### src/rtl/bwrom_pkg.sv
package bwrom_pkg;

   typedef enum logic [1:0] {
      OE_ACT_LOW  = 2'd0,
      OE_ACT_HIGH = 2'd1,
      OE_IGNORE   = 2'd2
   } oe_pol_e;

   // content hash: word at address a
   function automatic logic [31:0] rom_hash(input logic [31:0] a, input logic [31:0] seed);
      logic [31:0] m;
      m = a * 32'h9E3779B1;
      return m ^ (m >> 16) ^ seed;
   endfunction

endpackage

### src/rtl/bwrom_en_dec.sv
module bwrom_en_dec
   import bwrom_pkg::*;
#(
   parameter oe_pol_e POL_A = OE_ACT_LOW,
   parameter oe_pol_e POL_B = OE_ACT_HIGH
) (
   input  logic ce_n,
   input  logic oe_a,
   input  logic oe_b,
   output logic chip_on,
   output logic out_en
);
   logic a_on, b_on;

   generate
      if (POL_A == OE_ACT_LOW) begin : g_a_lo
         assign a_on = ~oe_a;
      end else begin : g_a_hi
         assign a_on = oe_a;
      end

      if (POL_B == OE_IGNORE) begin : g_b_ign
         // either level enables
         assign b_on = oe_b | ~oe_b;
      end else if (POL_B == OE_ACT_LOW) begin : g_b_lo
         assign b_on = ~oe_b;
      end else begin : g_b_hi
         assign b_on = oe_b;
      end
   endgenerate

   assign chip_on = ~ce_n;
   assign out_en  = chip_on & a_on & b_on;
endmodule

### src/rtl/bwrom_lat_ctr.sv
module bwrom_lat_ctr #(
   parameter int LAT = 3
) (
   input  logic clk,
   input  logic rst_n,
   input  logic restart,
   output logic ready_next
);
   localparam int CW = $clog2(LAT + 1);

   logic [CW-1:0] cnt_q, cnt_n;

   always_comb begin
      if (restart)
         cnt_n = '0;
      else if (cnt_q == CW'(LAT))
         cnt_n = cnt_q;
      else
         cnt_n = cnt_q + 1'b1;
   end

   always_ff @(posedge clk or negedge rst_n) begin
      if (!rst_n) cnt_q <= '0;
      else        cnt_q <= cnt_n;
   end

   assign ready_next = (cnt_n == CW'(LAT));
endmodule

### src/rtl/bwrom_lane_steer.sv
module bwrom_lane_steer #(
   parameter int BW = 8
) (
   input  logic [2*BW-1:0] word,
   input  logic            word_mode,
   input  logic            lsb,
   output logic [2*BW-1:0] data
);
   localparam int DW = 2 * BW;

   assign data[BW-1:0]  = (word_mode | ~lsb) ? word[BW-1:0] : word[DW-1:BW];
   assign data[DW-1:BW] = word_mode ? word[DW-1:BW] : '0;
endmodule

### src/rtl/bwrom_port.sv
module bwrom_port
   import bwrom_pkg::*;
#(
   parameter int          AW       = 17,
   parameter int          BW       = 8,
   parameter int          ACC_LAT  = 3,
   parameter int          OE_LAT   = 1,
   parameter oe_pol_e     OE_A_POL = OE_ACT_LOW,
   parameter oe_pol_e     OE_B_POL = OE_ACT_HIGH,
   parameter logic [31:0] SEED     = 32'h0000_5A3C
) (
   input  logic            clk,
   input  logic            rst_n,
   input  logic [AW-1:0]   addr,
   input  logic            a_lsb,
   input  logic            word_mode,
   input  logic            ce_n,
   input  logic            oe_a,
   input  logic            oe_b,
   output logic [2*BW-1:0] dout,
   output logic [2*BW-1:0] dout_oe,
   output logic            dvalid,
   output logic            standby
);
   localparam int DW = 2 * BW;
   localparam int KW = AW + 2;

   generate
      if (AW < 1 || AW > 31) begin : g_bad_aw
         $error("bwrom_port: AW out of range");
      end
      if (DW > 32) begin : g_bad_bw
         $error("bwrom_port: word wider than 32 bits");
      end
      if (ACC_LAT < 1 || OE_LAT < 1) begin : g_bad_lat
         $error("bwrom_port: latencies must be at least one cycle");
      end
      if (OE_A_POL == OE_IGNORE) begin : g_bad_pol
         $error("bwrom_port: first output enable cannot be ignored");
      end
   endgenerate

   logic chip_on, out_en;

   bwrom_en_dec #(.POL_A(OE_A_POL), .POL_B(OE_B_POL)) u_en (
      .ce_n    (ce_n),
      .oe_a    (oe_a),
      .oe_b    (oe_b),
      .chip_on (chip_on),
      .out_en  (out_en)
   );

   // access key: the byte select counts only in byte mode
   logic [KW-1:0] key, key_q;
   logic          chip_q, out_q, dvalid_q;
   logic [DW-1:0] dout_q;

   assign key = {word_mode, addr, a_lsb & ~word_mode};

   logic key_chg, restart_a, restart_o, ready_a, ready_o, valid_n;

   assign key_chg   = (key != key_q);
   assign restart_a = ~chip_on | ~chip_q | key_chg;
   assign restart_o = ~out_en | ~out_q;

   bwrom_lat_ctr #(.LAT(ACC_LAT)) u_acc (
      .clk        (clk),
      .rst_n      (rst_n),
      .restart    (restart_a),
      .ready_next (ready_a)
   );

   bwrom_lat_ctr #(.LAT(OE_LAT)) u_oe (
      .clk        (clk),
      .rst_n      (rst_n),
      .restart    (restart_o),
      .ready_next (ready_o)
   );

   assign valid_n = out_en & ready_a & ready_o;

   logic [DW-1:0] word, rd_data;
   assign word = DW'(rom_hash(32'(addr), SEED));

   bwrom_lane_steer #(.BW(BW)) u_steer (
      .word      (word),
      .word_mode (word_mode),
      .lsb       (a_lsb),
      .data      (rd_data)
   );

   always_ff @(posedge clk or negedge rst_n) begin
      if (!rst_n) begin
         key_q    <= '0;
         chip_q   <= 1'b0;
         out_q    <= 1'b0;
         dvalid_q <= 1'b0;
         dout_q   <= '0;
      end else begin
         key_q    <= key;
         chip_q   <= chip_on;
         out_q    <= out_en;
         dvalid_q <= valid_n;
         if (valid_n)
            dout_q <= rd_data;
         else if (!(dvalid_q && key_chg))
            dout_q <= '0;
      end
   end

   // lane drive: low lane always, high lane only in word mode
   generate
      for (genvar i = 0; i < DW; i++) begin : g_lane
         if (i < BW) begin : g_lo
            assign dout_oe[i] = out_q;
         end else begin : g_hi
            assign dout_oe[i] = out_q & key_q[KW-1];
         end
      end
   endgenerate

   assign dout    = dout_q;
   assign dvalid  = dvalid_q;
   assign standby = ~chip_q;
endmodule

### config.mk
export PLATFORM = sky130hd
export DESIGN_NAME = bwrom_port
export DESIGN_NICKNAME = d
export VERILOG_FILES = /design/src/rtl/bwrom_pkg.sv /design/src/rtl/bwrom_en_dec.sv /design/src/rtl/bwrom_lat_ctr.sv /design/src/rtl/bwrom_lane_steer.sv /design/src/rtl/bwrom_port.sv
export SDC_FILE = /design/constraint.sdc
export NUM_CORES = 1
export LEC_CHECK = 0
export BUFFER_PORTS_ARGS = -buffer_cell sky130_fd_sc_hd__clkbuf_2
export CORE_MARGIN = 3
export CORE_UTILIZATION = 29
export DETAILED_ROUTE_END_ITERATION = 8
export GPL_ROUTABILITY_DRIVEN = 0
export SYNTH_ARGS = -nofsm -noshare
export SYNTH_HDL_FRONTEND = slang
export SYNTH_HIERARCHICAL = 1
export SYNTH_SLANG_ARGS = --single-unit
### constraint.sdc
create_clock -name clk -period 2.4 [get_ports clk]
set_input_delay 0.12 -clock clk [delete_from_list [all_inputs] [get_ports clk]]
set_output_delay 0.12 -clock clk [all_outputs]
set_load 0.05 [all_outputs]
==> results of run 1 <==
## layer usage
layer	vias up	part of all wire (%)	global-route usage (%)
li1	2853	-	-
met3	33	4.9	2.394
met4	0	2.4	3.345
met5	-	0	0
met1	2921	46	21.70
met2	133	47	24.61
## cells by family (layout without fill, tap and decap cells)
group	Yosys count	in the layout	share of synthesized area, %
adders and majority gates	253	253	52.66
buffers and inverters	245	482	12.15
AOI/OAI and AO/OA	81	81	7.699
xor gates and xnor gates	75	75	8.117
and+or+nand+nor	75	75	5.520
DFF	40	40	12.37
muxes	8	8	1.484
## layout by cell type, fill, tap and decap left out, types with 12 or more instances in the layout
cell,count
a22o_1,16
inv_1,214
xnor2_1,43
ha_1,92
a21o_1,12
ha_4,14
xor2_1,30
dfrtp_1,40
buf_4,185
clkbuf_2,51
fa_1,140
## critical path: stages
cell and delay, ns:
clkbuf_2 0.10, fa_1 0.60, fa_1 0.46, fa_1 0.62
fa_1 0.45, fa_1 0.50, inv_1 0.05, fa_1 0.47
inv_1 0.06, ha_4 0.22, a21o_1 0.19, a211o_1 0.33
a21o_1 0.20, nor3_2 0.15, nor4_2 0.09, a311oi_4 0.29
o2111ai_2 0.15, mux2_4 0.29, a22o_1 0.20
## flip-flops by register name (all words and copies together), names as in the netlist
signal	flops
key_q	19
out_q	1
u_acc/cnt_q	2
dout	16
dvalid	1
chip_q	1
## final timing paths
kind,endpoint,slack (ns),cells past startpoint
worst min register to register,u_acc/cnt_q[0],0.46,1
min in group clk,out_q,0.01,2
max in group asynchronous,key_q[17],1.80,1
worst max register to register,dout[1],0.02,10
worst min-delay path,dout[13],-0.02,1
worst max-delay path,dout[6],-2.96,19
## cell type report
class	instances	area, µm²	area share [%]
Sequential cell	40	1001	9.297
Clock buffer	5	125.1	1.162
Clock inverter	3	46.29	0.4300
Multi-Input combinational cell	492	6474	60.13
Timing Repair Buffer	249	1810	16.82
Inverter	225	844.6	7.844
Tap cell	372	465.4	4.323
## timing repair
item,in CTS,in global routing
setup buffers,6,9
hold buffers,1,0
hold endpoints to repair,1,0
pin swaps,12,45
gates resized for setup,9,65
endpoints found under the setup margin,16,17
## stage by stage
| step | instance area [µm²] | setup WS, ns | setup TNS, ns |
|---|---|---|---|
| detailed placement | 10200 | -3.290 | -49.99 |
| CTS | 10450 | -2.926 | -44.81 |
| finish | 10770 | -2.965 | -44.67 |
| global placement | 10200 | -3.186 | -49.22 |
| global route | 10770 | -3.115 | -47.22 |
| floorplan | 8235 | -2.849 | -42.00 |
==> metrics, run 1 <==
worst skew pair latency roughly 0.29 ns; EDFF count, synth 0; synth cell count leaders inv_1, fa_1, ha_1, xnor2_1, dfrtp_1; asr flop ratio synth 100.0%; Least-Margin Pin Slew 0.9854 ns; TritonRoute pass-1 iters 4; clock root cell clkbuf_16; sequential cell area fraction in the yosys report 12.37%; Routed Antenna Nets 0; FMAX between 150 and 200 MHz; unrepaired setup endpoints after global routing true; Yosys reg bits 40; CP required 2.58 ns; status complete, but fails checks; mean post-synth cell area 10.42 µm²; clk buf depth 2; critical path launch point addr[10]; I/O pins 58; top-count cell post-synth inv_1; area grow syn2layout 33.04%; area share of the largest cell type after synthesis ~36%; Yosys cell types 51; CTS clock-pin slew for the worst setup and hold paths ~0.06 ns; ant diodes 0; Core Rows 60; CTS tree yes; Final Hold Fails 26; Die ar. between 20000 and 30000 µm²; Placeable Area 27180 µm²; max-slew violation count 0; cell count after placement 1364; Starting Density 29.78%; Fillers 2662; Global Route Usage Sum 15.26%; Syn Std Cell Area 8093 µm²; Slew headroom 34.30%; share of layout cells above drive strength 1 about a third; Setup crit start kind input port; failing checks hold timing, setup timing; post-layout util 39.62%; crit path time final 5.365 ns; GR Overflow Total 0; PnR worst setup slack -2.965 ns; Die Span Y 173.1 µm; Iter 0 DRT Violations 261; initial antenna violation count 0; largest net degree at the start of global routing 41; Die W between 150 and 200 µm; first-pass GRT wire length between 30 and 40 mm; number of global-route vias before repair about 6400; tightest hold margin -0.02301 ns; HPWL after DPL ~20 mm; Syn Nets 1054; final net count 1290; critical path class input port to flop; Max Cap Viol 0; Critical Path AT 5.55 ns; number of CTS-inserted buffers 5; top post-synthesis cells by area fa_1, ha_1, dfrtp_1; DR WL/cell 16.23 µm; CP max FO 3; clock skew 0.001935 ns; fin cells around 1400; post-DR vias/cell about 4.3; ys flop type dfrtp_1; RR Startpoint key_q[5]; residual DRC count 0; synth warn 6; crit end category flop; via count 5940; CTS Sinks 40; H-tree levels 2; Tightest Hold Check Type input port to asynchronous set/reset pin; Syn Inst Count 777; Tcrit/Tclk final 223.5%; final setup vio count 16; Total Wirelength 22.49 mm; cell taking the most area after synthesis fa_1; IO Port Bufs 57
Power of run 1 is left out: the tool's default activity adds up to more than one toggle a clock period on the data nets, which glitch-free logic cannot reach.
==> run 2, diff against run 1 <==
--- a/config.mk
+++ b/config.mk
@@ -5,7 +5,9 @@
 export SDC_FILE = /design/constraint.sdc
 export NUM_CORES = 1
 export LEC_CHECK = 0
+export ABC_AREA = 1
 export BUFFER_PORTS_ARGS = -buffer_cell sky130_fd_sc_hd__clkbuf_2
+export CAP_MARGIN = 0
 export CORE_MARGIN = 3
 export CORE_UTILIZATION = 29
 export DETAILED_ROUTE_END_ITERATION = 8
==> run 2 against run 1 <==
Compared with the run above:
- highest routed layer unchanged
- worst setup slack better by 0.57 ns
- clock-buffer cell count stayed put
- the flow finishes with violations (setup timing)
- global-route usage is 1.1 points higher
- maximum frequency increased by 12%
- die area up 6.4%
==> metrics, run 2 <==
status complete, but fails checks (unchanged); failing checks setup timing (was hold timing, setup timing); GR Overflow Total 0 (unchanged); Setup crit start kind input port (unchanged); RR Startpoint key_q[18] (was key_q[5]); initial antenna violation count 0 (unchanged); Syn Inst Count 1016 (was 777); Critical Path AT 5.04 ns (was 5.55 ns); Tcrit/Tclk final 200.0% (was 223.5%); Syn Nets 1293 (was 1054); CTS tree yes (unchanged); Reg with most FFs key_q (unchanged); TritonRoute pass-1 iters 5 (was 4); unrepaired setup endpoints after global routing true (unchanged); final setup vio count 16 (unchanged); HPWL after DPL 22.27 mm (was 20.04 mm); Least-Margin Pin Slew 1.056 ns (was 0.9854 ns); CTS Sinks 40 (unchanged); number of global-route vias before repair 7544 (was 6418); DR WL/cell 16.10 µm (was 16.23 µm); Crit Reg-Reg Endpoint dout[13] (was dout[1]); max reg flops 19 (unchanged); CP required 2.64 ns (was 2.58 ns); first-pass GRT wire length 39.78 mm (was 35.78 mm); via count 7288 (was 5940); Global Route Usage Sum 16.32% (was 15.26%); Die ar. 31860 µm² (was 29950 µm²); clk buf depth 2 (unchanged); area grow syn2layout 33.38% (was 33.04%); Yosys reg bits 40 (unchanged); Core Rows 62 (was 60); PnR worst setup slack -2.399 ns (was -2.965 ns); I/O pins 58 (unchanged); Syn Std Cell Area 8628 µm² (was 8093 µm²); Slew headroom 29.62% (was 34.30%); CTS clock-pin slew for the worst setup and hold paths 0.07 ns (was 0.06 ns); IO Port Bufs 57 (unchanged); Die W 178.5 µm (was 173.1 µm); most common cell after layout, fill and taps aside inv_1 (unchanged); Max Cap Viol 0 (unchanged); Final Hold Fails 0 (was 26); R2R depth 14 (was 10); sequential cell area fraction in the yosys report 11.60% (was 12.37%); clock skew 0.01102 ns (was 0.001935 ns); residual DRC count 0 (unchanged); Fillers 2890 (was 2662); asr flop ratio synth 100.0% (unchanged); top-count cell post-synth inv_1 (unchanged); Starting Density 29.74% (was 29.78%); register area 1001 µm² (unchanged); EDFF count, synth 0 (unchanged); critical path class input port to flop (unchanged); Routed Antenna Nets 0 (unchanged); cell taking the most area after synthesis fa_1 (unchanged); CP max FO 6 (was 3); number of CTS-inserted buffers 5 (unchanged); Die Span Y 178.5 µm (was 173.1 µm); Iter 0 DRT Violations 493 (was 261); crit end category flop (unchanged); clock root cell clkbuf_16 (unchanged); largest net degree at the start of global routing 41 (unchanged); mean post-synth cell area 8.492 µm² (was 10.42 µm²); FMAX 208.4 MHz (was 186.4 MHz); worst skew pair latency 0.30 ns (was 0.29 ns); Tightest Hold Check Type input port to asynchronous set/reset pin (unchanged); max-slew violation count 0 (unchanged); final net count 1505 (was 1290); synth cell count leaders inv_1, nand2_1, fa_1, ha_1, nand3_1 (was inv_1, fa_1, ha_1, xnor2_1, dfrtp_1); area share of the largest cell type after synthesis 33.87% (was 36.12%); H-tree levels 2 (unchanged); reg-to-reg setup timing slack 0.03 ns (was 0.02 ns); most frequent cells in the layout inv_1, buf_4, nand2_1, fa_1, ha_1 (was inv_1, buf_4, fa_1, ha_1, clkbuf_2); top post-synthesis cells by area fa_1, ha_1, inv_1 (was fa_1, ha_1, dfrtp_1); crit path time final 4.799 ns (was 5.365 ns); post-DR vias/cell 4.518 (was 4.286); ant diodes 0 (unchanged); share of layout cells above drive strength 1 30.76% (was 34.22%); Yosys cell types 39 (was 51); Placeable Area 29010 µm² (was 27180 µm²); Multi-input gate area 7144 µm² (was 6474 µm²); pre-CTS setup slack -2.816 ns (was -3.290 ns); Total Wirelength 25.96 mm (was 22.49 mm); ys flop type dfrtp_1 (unchanged); synth warn 6 (unchanged)
run 2: worst max path at each step:
stage | startpoint | slack, ns | endpoint
after floorplan | addr[7] | -2.19 | dout[4]
after global routing | addr[3] | -2.55 | dout[3]
final | addr[7] | -2.40 | dout[6]
after detailed placement | addr[2] | -2.82 | dout[4]
after global placement | addr[2] | -2.82 | dout[7]
after CTS | addr[4] | -2.43 | dout[4]
run 2: cell families (layout without fill, tap and decap cells):
| family | after synthesis | count (layout) | synth area share, % |
|---|---|---|---|
| AND/OR/NAND/NOR | 304 | 304 | 15.15 |
| AO/OA/AOI/OAI | 57 | 57 | 3.901 |
| buffers and inverters | 304 | 517 | 14.07 |
| XOR/XNOR | 58 | 58 | 5.888 |
| adder cells (fa/ha/maj) | 253 | 253 | 49.39 |
| flip-flops | 40 | 40 | 11.60 |
run 2: timing repair:
item | in CTS | in global routing
hold endpoints to repair | 2 | 0
hold buffers | 2 | 0
setup endpoints to repair | 16 | 16
setup buffers | 7 | 8
resized for setup | 50 | 112
pin swaps | 51 | 96
run 2: worst max-delay path, cell delays in order:
cell	delay [ns]
buf_8	0.11
fa_2	0.60
inv_2	0.06
fa_1	0.52
inv_2	0.04
fa_2	0.54
fa_2	0.47
fa_1	0.61
fa_1	0.49
ha_4	0.37
nand2_2	0.06
nand2_2	0.10
nand3_2	0.07
nand2_2	0.11
o21bai_4	0.14
nand2_1	0.08
nand3_2	0.09
xor2_2	0.19
nand3_1	0.10
nand2_1	0.07
nand2_1	0.06
nand2_1	0.05
run 2: cell type report:
cell class / instances / share of cell area, %
clock inverter: 3 / 0.4023
multi-input combinational: 672 / 62.08
tap: 384 / 4.175
timing repair buffer: 225 / 14.25
clock buffer: 5 / 1.087
inverter: 284 / 9.306
sequential: 40 / 8.698
run 2: per-stage QoR:
stage                     area (µm²)  hold WS (ns)  utilization (%)  std cells  TNS, ns
final                          11510      0.004504            39.67       1613   -36.92
after floorplan                 8810       -0.1756                -       1016   -34.20
after detailed placement       10570        0.2943            36.45       1588   -43.72
after global routing           11510       0.04142            39.67       1613   -39.40
after global placement         10570        0.2929            36.45       1588   -43.67
after CTS                      11010       0.03746            37.96       1605   -37.61
run 2: per-layer routing:
| layer | up-vias | wire, µm | global-route usage, % |
|---|---|---|---|
| li1 | 3445 | - | - |
| met1 | 3595 | 11430 | 22.09 |
| met2 | 202 | 12430 | 26.92 |
| met3 | 46 | 1398 | 2.512 |
| met4 | 0 | 709 | 4.870 |
| met5 | - | 0 | 0 |
Power of run 2 is left out for the same reason.
